--- config.mk ---
export PLATFORM = sky130hd
export DESIGN_NAME = twin_pwm
export DESIGN_NICKNAME = d
export VERILOG_FILES = /design/src/rtl/twin_pwm_pkg.sv /design/src/rtl/twin_pwm_prescaler.sv /design/src/rtl/twin_pwm_channel.sv /design/src/rtl/twin_pwm.sv
export SDC_FILE = /design/constraint.sdc
export NUM_CORES = 1
export LEC_CHECK = 0
export BUFFER_PORTS_ARGS = -buffer_cell sky130_fd_sc_hd__buf_2
export CAP_MARGIN = 5
export CORE_MARGIN = 3
export CORE_UTILIZATION = 55
export DETAILED_ROUTE_END_ITERATION = 7
export HOLD_SLACK_MARGIN = 0.08
export PLACE_DENSITY_LB_ADDON = 0.12
export SETUP_SLACK_MARGIN = 0.15
export SLEW_MARGIN = 15
export SYNTH_ARGS = -nofsm -noshare
export SYNTH_HDL_FRONTEND = slang
export SYNTH_SLANG_ARGS = --single-unit
--- constraint.sdc ---
create_clock -name clk -period 12.3 [get_ports clk]
set_clock_uncertainty 0.2 [all_clocks]
set_input_delay 1.23 -clock clk [delete_from_list [all_inputs] [get_ports clk]]
set_output_delay 1.23 -clock clk [all_outputs]
set_load 0.005 [all_outputs]
--- src/rtl/twin_pwm_pkg.sv ---
package twin_pwm_pkg;
  localparam int PSC_W = 4;
  localparam int DIV_W = 17;

  typedef struct packed {
    logic             bypass;
    logic             gate;
    logic             pol;
    logic             en;
    logic [PSC_W-1:0] psc;
  } ch_ctrl_t;

  // Ratio for a prescaler code; 0 marks an unusable code.
  function automatic logic [DIV_W-1:0] div_ratio(input logic [PSC_W-1:0] code,
                                                  input bit div1_ok);
    case (code)
      4'd0:    div_ratio = DIV_W'(120);
      4'd1:    div_ratio = DIV_W'(180);
      4'd2:    div_ratio = DIV_W'(240);
      4'd3:    div_ratio = DIV_W'(360);
      4'd4:    div_ratio = DIV_W'(480);
      4'd8:    div_ratio = DIV_W'(12000);
      4'd9:    div_ratio = DIV_W'(24000);
      4'd10:   div_ratio = DIV_W'(36000);
      4'd11:   div_ratio = DIV_W'(48000);
      4'd12:   div_ratio = DIV_W'(72000);
      4'd15:   div_ratio = div1_ok ? DIV_W'(1) : '0;
      default: div_ratio = '0;
    endcase
  endfunction
endpackage

--- src/rtl/twin_pwm_prescaler.sv ---
module twin_pwm_prescaler
  import twin_pwm_pkg::*;
#(
  parameter bit HAS_DIV1 = 1'b1
) (
  input  logic             clk,
  input  logic             rst_n,
  input  logic             run,
  input  logic [PSC_W-1:0] code,
  output logic             valid,
  output logic             tick
);
  logic [DIV_W-1:0] ratio;
  logic [DIV_W-1:0] cnt_q;

  assign ratio = div_ratio(code, HAS_DIV1);
  assign valid = (ratio != '0);
  assign tick  = run && valid && (cnt_q >= ratio - 1'b1);

  always_ff @(posedge clk or negedge rst_n) begin
    if (!rst_n)       cnt_q <= '0;
    else if (!run)    cnt_q <= '0;
    else if (valid)   cnt_q <= tick ? '0 : cnt_q + 1'b1;
  end
endmodule

--- src/rtl/twin_pwm_channel.sv ---
module twin_pwm_channel #(
  parameter int CNT_W = 16,
  parameter int WORD_W = 32
) (
  input  logic              clk,
  input  logic              rst_n,
  input  logic              run,
  input  logic              valid,
  input  logic              tick,
  input  logic              pol,
  input  logic              wr,
  input  logic [WORD_W-1:0] wdata,
  output logic [WORD_W-1:0] shadow,
  output logic              busy,
  output logic              wave
);
  logic [WORD_W-1:0] shadow_q;
  logic              pend_q;
  logic [CNT_W-1:0]  prd_q, dty_q, cnt_q;
  logic              wave_q;
  logic              wrap, load;

  assign wrap = tick && (cnt_q == prd_q);
  assign load = pend_q && (!run || wrap);

  always_ff @(posedge clk or negedge rst_n) begin
    if (!rst_n) begin
      shadow_q <= '0;
      pend_q   <= 1'b0;
      prd_q    <= '0;
      dty_q    <= '0;
      cnt_q    <= '0;
      wave_q   <= 1'b0;
    end else begin
      if (wr) shadow_q <= wdata;
      // A write wins over a simultaneous reload: the reload uses the older word.
      if (wr)        pend_q <= 1'b1;
      else if (load) pend_q <= 1'b0;
      if (load) begin
        prd_q <= shadow_q[WORD_W-1 -: CNT_W];
        dty_q <= shadow_q[CNT_W-1:0];
      end
      if (!run)      cnt_q <= '0;
      else if (tick) cnt_q <= wrap ? '0 : cnt_q + 1'b1;
      wave_q <= (run && valid && (cnt_q < dty_q)) ? pol : !pol;
    end
  end

  assign shadow = shadow_q;
  assign busy   = pend_q;
  assign wave   = wave_q;

  p_busy_set_r9: assert property (@(posedge clk) disable iff (!rst_n)
    wr |=> busy);
  p_busy_idle_clear_r9: assert property (@(posedge clk) disable iff (!rst_n)
    (busy && !run && !wr) |=> !busy);
  p_cnt_bound_r5: assert property (@(posedge clk) disable iff (!rst_n)
    cnt_q <= prd_q);
  p_freeze_invalid_r4: assert property (@(posedge clk) disable iff (!rst_n)
    (run && !valid) |=> $stable(cnt_q));
  p_no_tick_invalid_r4: assert property (@(posedge clk) disable iff (!rst_n)
    !valid |-> !tick);
  p_idle_level_r6: assert property (@(posedge clk) disable iff (!rst_n)
    !run |=> (wave == !$past(pol)));
endmodule

--- src/rtl/twin_pwm.sv ---
module twin_pwm
  import twin_pwm_pkg::*;
#(
  parameter int  NUM_CH   = 2,
  parameter int  ADDR_W   = 4,
  parameter int  WORD_W   = 32,
  parameter int  CNT_W    = 16,
  parameter bit  HAS_DIV1 = 1'b1
) (
  input  logic              clk,
  input  logic              rst_n,
  input  logic              bus_wr,
  input  logic [ADDR_W-1:0] bus_addr,
  input  logic [WORD_W-1:0] bus_wdata,
  output logic [WORD_W-1:0] bus_rdata,
  output logic [NUM_CH-1:0] pwm_out
);
  localparam int STRIDE    = 15;
  localparam int BUSY_BASE = 28;
  localparam int B_EN      = 4;
  localparam int B_POL     = 5;
  localparam int B_GATE    = 6;
  localparam int B_BYP     = 9;
  localparam logic [ADDR_W-1:0] CTRL_ADDR = '0;

  ch_ctrl_t          ctrl_q [NUM_CH];
  logic [WORD_W-1:0] shadow [NUM_CH];
  logic [NUM_CH-1:0] busy;
  logic              ctrl_wr;

  assign ctrl_wr = bus_wr && (bus_addr == CTRL_ADDR);

  always_ff @(posedge clk or negedge rst_n) begin
    if (!rst_n) begin
      for (int c = 0; c < NUM_CH; c++) ctrl_q[c] <= '0;
    end else if (ctrl_wr) begin
      for (int c = 0; c < NUM_CH; c++) begin
        ctrl_q[c].psc    <= bus_wdata[c*STRIDE +: PSC_W];
        ctrl_q[c].en     <= bus_wdata[c*STRIDE + B_EN];
        ctrl_q[c].pol    <= bus_wdata[c*STRIDE + B_POL];
        ctrl_q[c].gate   <= bus_wdata[c*STRIDE + B_GATE];
        ctrl_q[c].bypass <= bus_wdata[c*STRIDE + B_BYP];
      end
    end
  end

  always_comb begin
    bus_rdata = '0;
    if (bus_addr == CTRL_ADDR) begin
      for (int c = 0; c < NUM_CH; c++) begin
        bus_rdata[c*STRIDE +: PSC_W]   = ctrl_q[c].psc;
        bus_rdata[c*STRIDE + B_EN]     = ctrl_q[c].en;
        bus_rdata[c*STRIDE + B_POL]    = ctrl_q[c].pol;
        bus_rdata[c*STRIDE + B_GATE]   = ctrl_q[c].gate;
        bus_rdata[c*STRIDE + B_BYP]    = ctrl_q[c].bypass;
        bus_rdata[BUSY_BASE + c]       = busy[c];
      end
    end
    for (int c = 0; c < NUM_CH; c++) begin
      if (bus_addr == ADDR_W'(4 + 4*c)) bus_rdata = shadow[c];
    end
  end

  for (genvar g = 0; g < NUM_CH; g++) begin : g_ch
    logic run, valid, tick, wave, per_wr;

    assign run    = ctrl_q[g].en && ctrl_q[g].gate && !ctrl_q[g].bypass;
    assign per_wr = bus_wr && (bus_addr == ADDR_W'(4 + 4*g));

    twin_pwm_prescaler #(.HAS_DIV1(HAS_DIV1)) u_psc (
      .clk   (clk),
      .rst_n (rst_n),
      .run   (run),
      .code  (ctrl_q[g].psc),
      .valid (valid),
      .tick  (tick)
    );

    twin_pwm_channel #(.CNT_W(CNT_W), .WORD_W(WORD_W)) u_chan (
      .clk    (clk),
      .rst_n  (rst_n),
      .run    (run),
      .valid  (valid),
      .tick   (tick),
      .pol    (ctrl_q[g].pol),
      .wr     (per_wr),
      .wdata  (bus_wdata),
      .shadow (shadow[g]),
      .busy   (busy[g]),
      .wave   (wave)
    );

    // Bypass hands the raw module clock to the pin, overriding the waveform.
    assign pwm_out[g] = ctrl_q[g].bypass ? clk : wave;
  end
endmodule

==> results of run 1 <==
state kept, by name (all words and copies together), names as in the netlist:
register and cells:
ctrl_q 16, g_ch.u_chan.cnt_q 32, g_ch.u_chan.prd_q 32, g_ch.u_chan.wave 2, g_ch.u_chan.busy 2, g_ch.u_chan.shadow 64
g_ch.u_chan.dty_q 32, g_ch.u_psc.cnt_q 34
cell usage in the layout, fill, tap and decap left out, types with 5 or more instances in the layout:
cell | synthesis | final
a211o_1 | 8 | 8
a211oi_1 | 22 | 22
a21o_1 | 16 | 16
a21oi_1 | 29 | 29
a222oi_1 | 18 | 18
a22o_1 | 29 | 29
a31oi_1 | 11 | 11
and2_1 | 8 | 8
and3_1 | 17 | 17
and4_1 | 7 | 6
buf_2 | 10 | 71
buf_4 | 0 | 13
clkbuf_16 | 0 | 29
clkbuf_8 | 0 | 7
dfrtp_1 | 214 | 214
ha_1 | 80 | 80
inv_1 | 62 | 62
mux2_1 | 33 | 33
mux2_2 | 85 | 85
mux2_4 | 30 | 30
mux2i_1 | 5 | 5
nand2_1 | 49 | 49
nand2b_1 | 15 | 15
nand3_1 | 36 | 36
nand4_1 | 27 | 27
nor2_1 | 71 | 71
nor2b_1 | 15 | 15
nor3_1 | 21 | 21
nor4_1 | 8 | 8
o211ai_1 | 10 | 10
o21ai_0 | 38 | 38
o22ai_1 | 5 | 5
o2bb2ai_1 | 5 | 5
o31ai_1 | 20 | 20
or4_1 | 5 | 5
xnor2_1 | 54 | 54
stage by stage:
stage / hold slack [ns] / util / power [uW]
finish: 0.2863 / 0.6350 / 2522
global route: 0.3005 / 0.6350 / 2664
CTS: 0.2887 / 0.6350 / 2538
detailed placement: 0.2765 / 0.5924 / 1695
global placement: 0.2694 / 0.5924 / 1675
floorplan: 0.2581 / - / 1495
cell families after synthesis:
| family | synth area share |
|---|---|
| compound gates | 0.1336 |
| flops | 0.4279 |
| simple gates | 0.1318 |
| fa+ha+maj | 0.07998 |
| mux | 0.1462 |
| xor+xnor | 0.04059 |
| buf+inv | 0.03999 |
final cells by class:
class	instances	share of cell area
Multi-Input combinational cell	826	0.4763
Sequential cell	214	0.3817
Inverter	62	0.01659
Clock inverter	7	0.007403
Tap cell	280	0.02497
Timing Repair Buffer	83	0.03264
Clock buffer	42	0.06038
per-layer routing:
metal,wire [microns],vias to the layer above
met2,14140,256
li1,-,4402
met4,565,6
met1,14120,4553
met5,55,-
met3,1876,48
cell usage after synthesis (all sizes together) (19+ instances only):
master / n / area share
nand3: 36 / 0.014
xnor2: 54 / 0.038
o31ai: 20 / 0.012
a211oi: 22 / 0.013
dfrtp: 214 / 0.43
nor3: 21 / 0.0084
mux2: 148 / 0.14
ha: 80 / 0.080
clkbuf: 35 / 0.010
buf: 19 / 0.011
o21ai: 43 / 0.017
a22o: 29 / 0.020
nand2: 50 / 0.015
inv: 62 / 0.019
nand4: 27 / 0.013
a21oi: 31 / 0.013
nor2: 71 / 0.021
worst paths after layout:
path | startpoint | end | slack [ns]
worst max-delay path | clk | pwm_out[1] | 4.06
worst min-delay path | g_ch[0].u_chan.dty_q[11]$_DFFE_PN0P_ | g_ch[0].u_chan.dty_q[11]$_DFFE_PN0P_ | 0.29
worst max register to register | ctrl_q[0]$_DFFE_PN0P_ | g_ch[1].u_chan.prd_q[1]$_DFFE_PN0P_ | 7.07
worst min register to register | g_ch[0].u_chan.dty_q[11]$_DFFE_PN0P_ | g_ch[0].u_chan.dty_q[11]$_DFFE_PN0P_ | 0.29
max in group asynchronous | rst_n | g_ch[0].u_chan.shadow[6]$_DFFE_PN0P_ | 10.07
min in group asynchronous | rst_n | g_ch[0].u_psc.cnt_q[12]$_DFFE_PN0P_ | 0.37
power by group through the flow:
stage	Clock (uW)	Sequential (uW)	Combinational, uW
4_1_cts	856	1030	657
3_5_place_dp	9.70	1030	650
6_report	843	1030	653
2_1_floorplan	6.02	960	529
3_3_place_gp	9.70	1030	633
5_1_grt	882	1050	733
==> results.toml, run 1 <==
[route]
drc = 0
first_pass_iters = 7
vias = 9265
drt_iter0_markers = 751
wl_per_cell_microns = 20.32
via_per_inst = 6.120
antenna_left = 0
drt_wl_total_mm = 30.76

[global_routing]
grt_start_max_net_pins = 87
grt_pass1_wl_mm = 50.20
first_global_vias = 9247
grt_busiest_layer = "met2"
use_met3 = 0.05227
grt_use_total = 0.2538
gr-total-overflow = 0
antenna_found_initial = 3
grtUsageMet2 = 0.4074
met1_usage = 0.3565

[setup_path]
slowest_stage = "mux2_2"
crit_family = "buffers and inverters"
required_ns = 10.87
cp-start-kind = "clock port"
r2r_cells = 15
crit_type = "clock port to primary output"
worstPathMaxFanout = 2
cp_common_cell = "clkbuf_16"
critical_path_arrival_ns = 6.81
max_stage_delay_ns = 0.26
critPathBufInv = 3
end_kind = "primary output"
crit_chain = "clkbuf_16 > clkbuf_16 > mux2_2 > buf_2"
path_depth = 4

[sta]
tightestPinTransition_ns = 1.125
fin_ws_ns = 4.057
setup_viol_count_final = 0
rsz0062_at_grt = "false"
finalMaxSlewViolations = 0
max_slew_margin = 0.2497
hold_violations = 0
setup_tns_ns = 0

[flow_run]
drv_cap = 0

[layout]
fin_cells = 1514
post_route_cells_drive_above_1_share = 0.2091
stdcell_area_sq_um = 14030
antenna_cells = 0
fillers = 1764
syn_to_final_growth_pct = 12.10
fin_nets = 1337
multi_input_area_sq_um = 6681
seq_area_sq_um = 5355

[power_and_ir_drop]
switchingPower_uw = 805.7
seq_power_share = 0.407
powerDensity_nw_per_um2 = 179.8
swShare = 0.3195
clkPwrFrac = 0.334
p_leak_uw = 0.006665
vdd_ir_drop_max_uv = 128.0
combPwrFrac = 0.259
p_int_uw = 1716

[clock_network]
cts_tree = "done"
ctsHoldBuffers = 0
cts_setup_buffers = 0
clock_latency_ns = 0.65
clk_transition_reported_paths_ns = 0.06
post_cts_resized = 0

[die]
ios = 73
core_area_sq_um = 22090
initial_utilization = 0.5664
die_area_sq_um = 24600
die_h_microns = 156.8
die_w_microns = 156.8
rows = 54

[yosys]
syn-num-nets = 1275
synth_flop_cell = "dfrtp_1"
yosysSeqAreaShare = 0.4279
synth.distinct_cells = 65
synth-edff-count = 0
ys_seq_elements = 214
async_reset_ff_frac = 1.000
synthCells = 1156
netlist_area_sq_um = 12510
yosys_warnings = 0
syn_avg_cell_area_sq_um = 10.83

[place]
dpl-instance-area_sq_um = 13090
hpwlAfterDp_mm = 20.99
gp_congestion = 0.8709
io_buffer_count = 72
post-place-ws_ns = 4.364
dp.cells = 1467

[status]
status = "finished clean"

[hold_path]
min_path_type = "flop to flop"
hold_depth = 1
Note: power is estimated with default switching activity, not from simulation.
==> run 2: changes to the inputs <==
clock period = 8.6 ns   (was 12.3 ns; I/O delays follow)
==> run 2 against run 1 <==
Against the previous run: power increased by 44%; global-route usage down 0.27 points; first-iteration DRC count down 9.1%; register-to-register slack worse by 3.7 ns; cell count increased by 0.33%; routed wire length shrank 0.72%; final area grew 0.33%; combinational power grew 43%; sequential share of layout area down 0.13 points; clock power up 46%; via count rose by 0.53%; critical path type unchanged; largest cell class unchanged.
==> results.toml, run 2 (synthesis gave the netlist of run 1 again) <==
[layout]
final_cell_mix = "214 x dfrtp_1, 85 x mux2_2, 80 x ha_1"
fin_nets = 1338
final_common_cell = "dfrtp_1"
syn_to_final_growth_pct = 12.47
post_route_cells_drive_above_1_share = 0.2116
seq_area_sq_um = 5355
multi_input_area_sq_um = 6681
fillers = 1781
largest_reg_flops = 64

[sta]
finalMaxSlewViolations = 0
tightestPinTransition_ns = 1.122
setup_tns_ns = 0
setup_viol_count_final = 0
hold_violations = 0
max_slew_margin = 0.2522
rsz0062_at_grt = "false"
holdWs_ns = 0.2503

[die]
ios = 73
rows = 54
die_area_sq_um = 24600
core_area_sq_um = 22090
initial_utilization = 0.5664
die_h_microns = 156.8
die_w_microns = 156.8

[hold_path]
min_path_type = "input pin to flop"

[global_routing]
antenna_found_initial = 4
first_global_vias = 9135
grt_start_max_net_pins = 87
grt_use_total = 0.2511
grt_pass1_wl_mm = 49.54
gr-total-overflow = 0

[status]
status = "finished clean"

[route]
first_pass_iters = 5
drt_iter0_markers = 683
via_per_inst = 6.132
wl_per_cell_microns = 20.10
antenna_left = 0
vias = 9314
drc = 0
drt_wl_total_mm = 30.54

[power_and_ir_drop]
p_leak_uw = 0.006672
vdd_ir_drop_max_uv = 177.4
powerDensity_nw_per_um2 = 257.9

[setup_path]
critical_path_arrival_ns = 4.96
worstPathMaxFanout = 2
cp-start-kind = "clock port"
end_kind = "primary output"
required_ns = 7.54
crit_type = "clock port to primary output"

[clock_network]
cts_tree = "done"
clock_latency_ns = 0.66
cts_setup_buffers = 0
clk_transition_reported_paths_ns = 0.06

[place]
hpwlAfterDp_mm = 21.07
gp_congestion = 0.8707
io_buffer_count = 72

[flow_run]
drv_cap = 0
-- run 2: critical path, stage by stage --
cell and delay, ns:
clkbuf_16 0.13, clkbuf_16 0.13, mux2_2 0.26, buf_2 0.14
-- run 2: layer usage --
layer,routed length [microns],global-route usage,up-vias
li1,-,-,4421
met1,14260,0.3552,4585
met2,13800,0.3939,240
met3,1686,0.04978,62
met4,756,0.07420,6
met5,34,0,-
-- run 2: path summary, 6_finish.rpt --
path	startpoint	end	slack, ns	depth (start not counted)
max	clk	pwm_out[1]	2.58	4
min reg2reg	g_ch[0].u_chan.dty_q[12]$_DFFE_PN0P_	g_ch[0].u_chan.dty_q[12]$_DFFE_PN0P_	0.28	1
max reg2reg	ctrl_q[0]$_DFFE_PN0P_	g_ch[1].u_chan.prd_q[1]$_DFFE_PN0P_	3.38	15
min in group asynchronous	rst_n	g_ch[0].u_psc.cnt_q[16]$_DFFE_PN0P_	0.60	2
max in group asynchronous	rst_n	ctrl_q[14]$_DFFE_PN0P_	6.13	3
min	bus_wdata[7]	g_ch[1].u_chan.shadow[7]$_DFFE_PN0P_	0.25	2
-- run 2: repair_timing --
action / 4_1_cts / 5_1_grt
endpoints found under the hold margin: 84 / 0
hold buffers: 1 / 0
endpoints found under the setup margin: 0 / 0
gates resized for setup: 0 / 0
-- run 2: layout make-up --
type,count,area share
Clock inverter,13,0.01200
Antenna cell,1,0.0001778
Clock buffer,39,0.05796
Tap cell,280,0.02489
Inverter,62,0.01653
Timing Repair Buffer,84,0.03325
Multi-Input combinational cell,826,0.4747
Sequential cell,214,0.3805
-- run 2: report_power, final --
part	internal [uW]	switching, uW
clock network	762	467
logic	471	462
registers	1240	229
-- run 2: per-stage QoR --
step                area (sq um)  total power [uW]  std cells  setup WS [ns]    util
floorplan                  12510              2138       1156          2.985       -
global placement           13090              2396       1467          2.884  0.5924
detailed placement         13090              2427       1467          2.884  0.5924
CTS                        14070              3657       1518          2.574  0.6369
global route               14070              3839       1519          2.562  0.6370
finish                     14070              3629       1519          2.580  0.6370
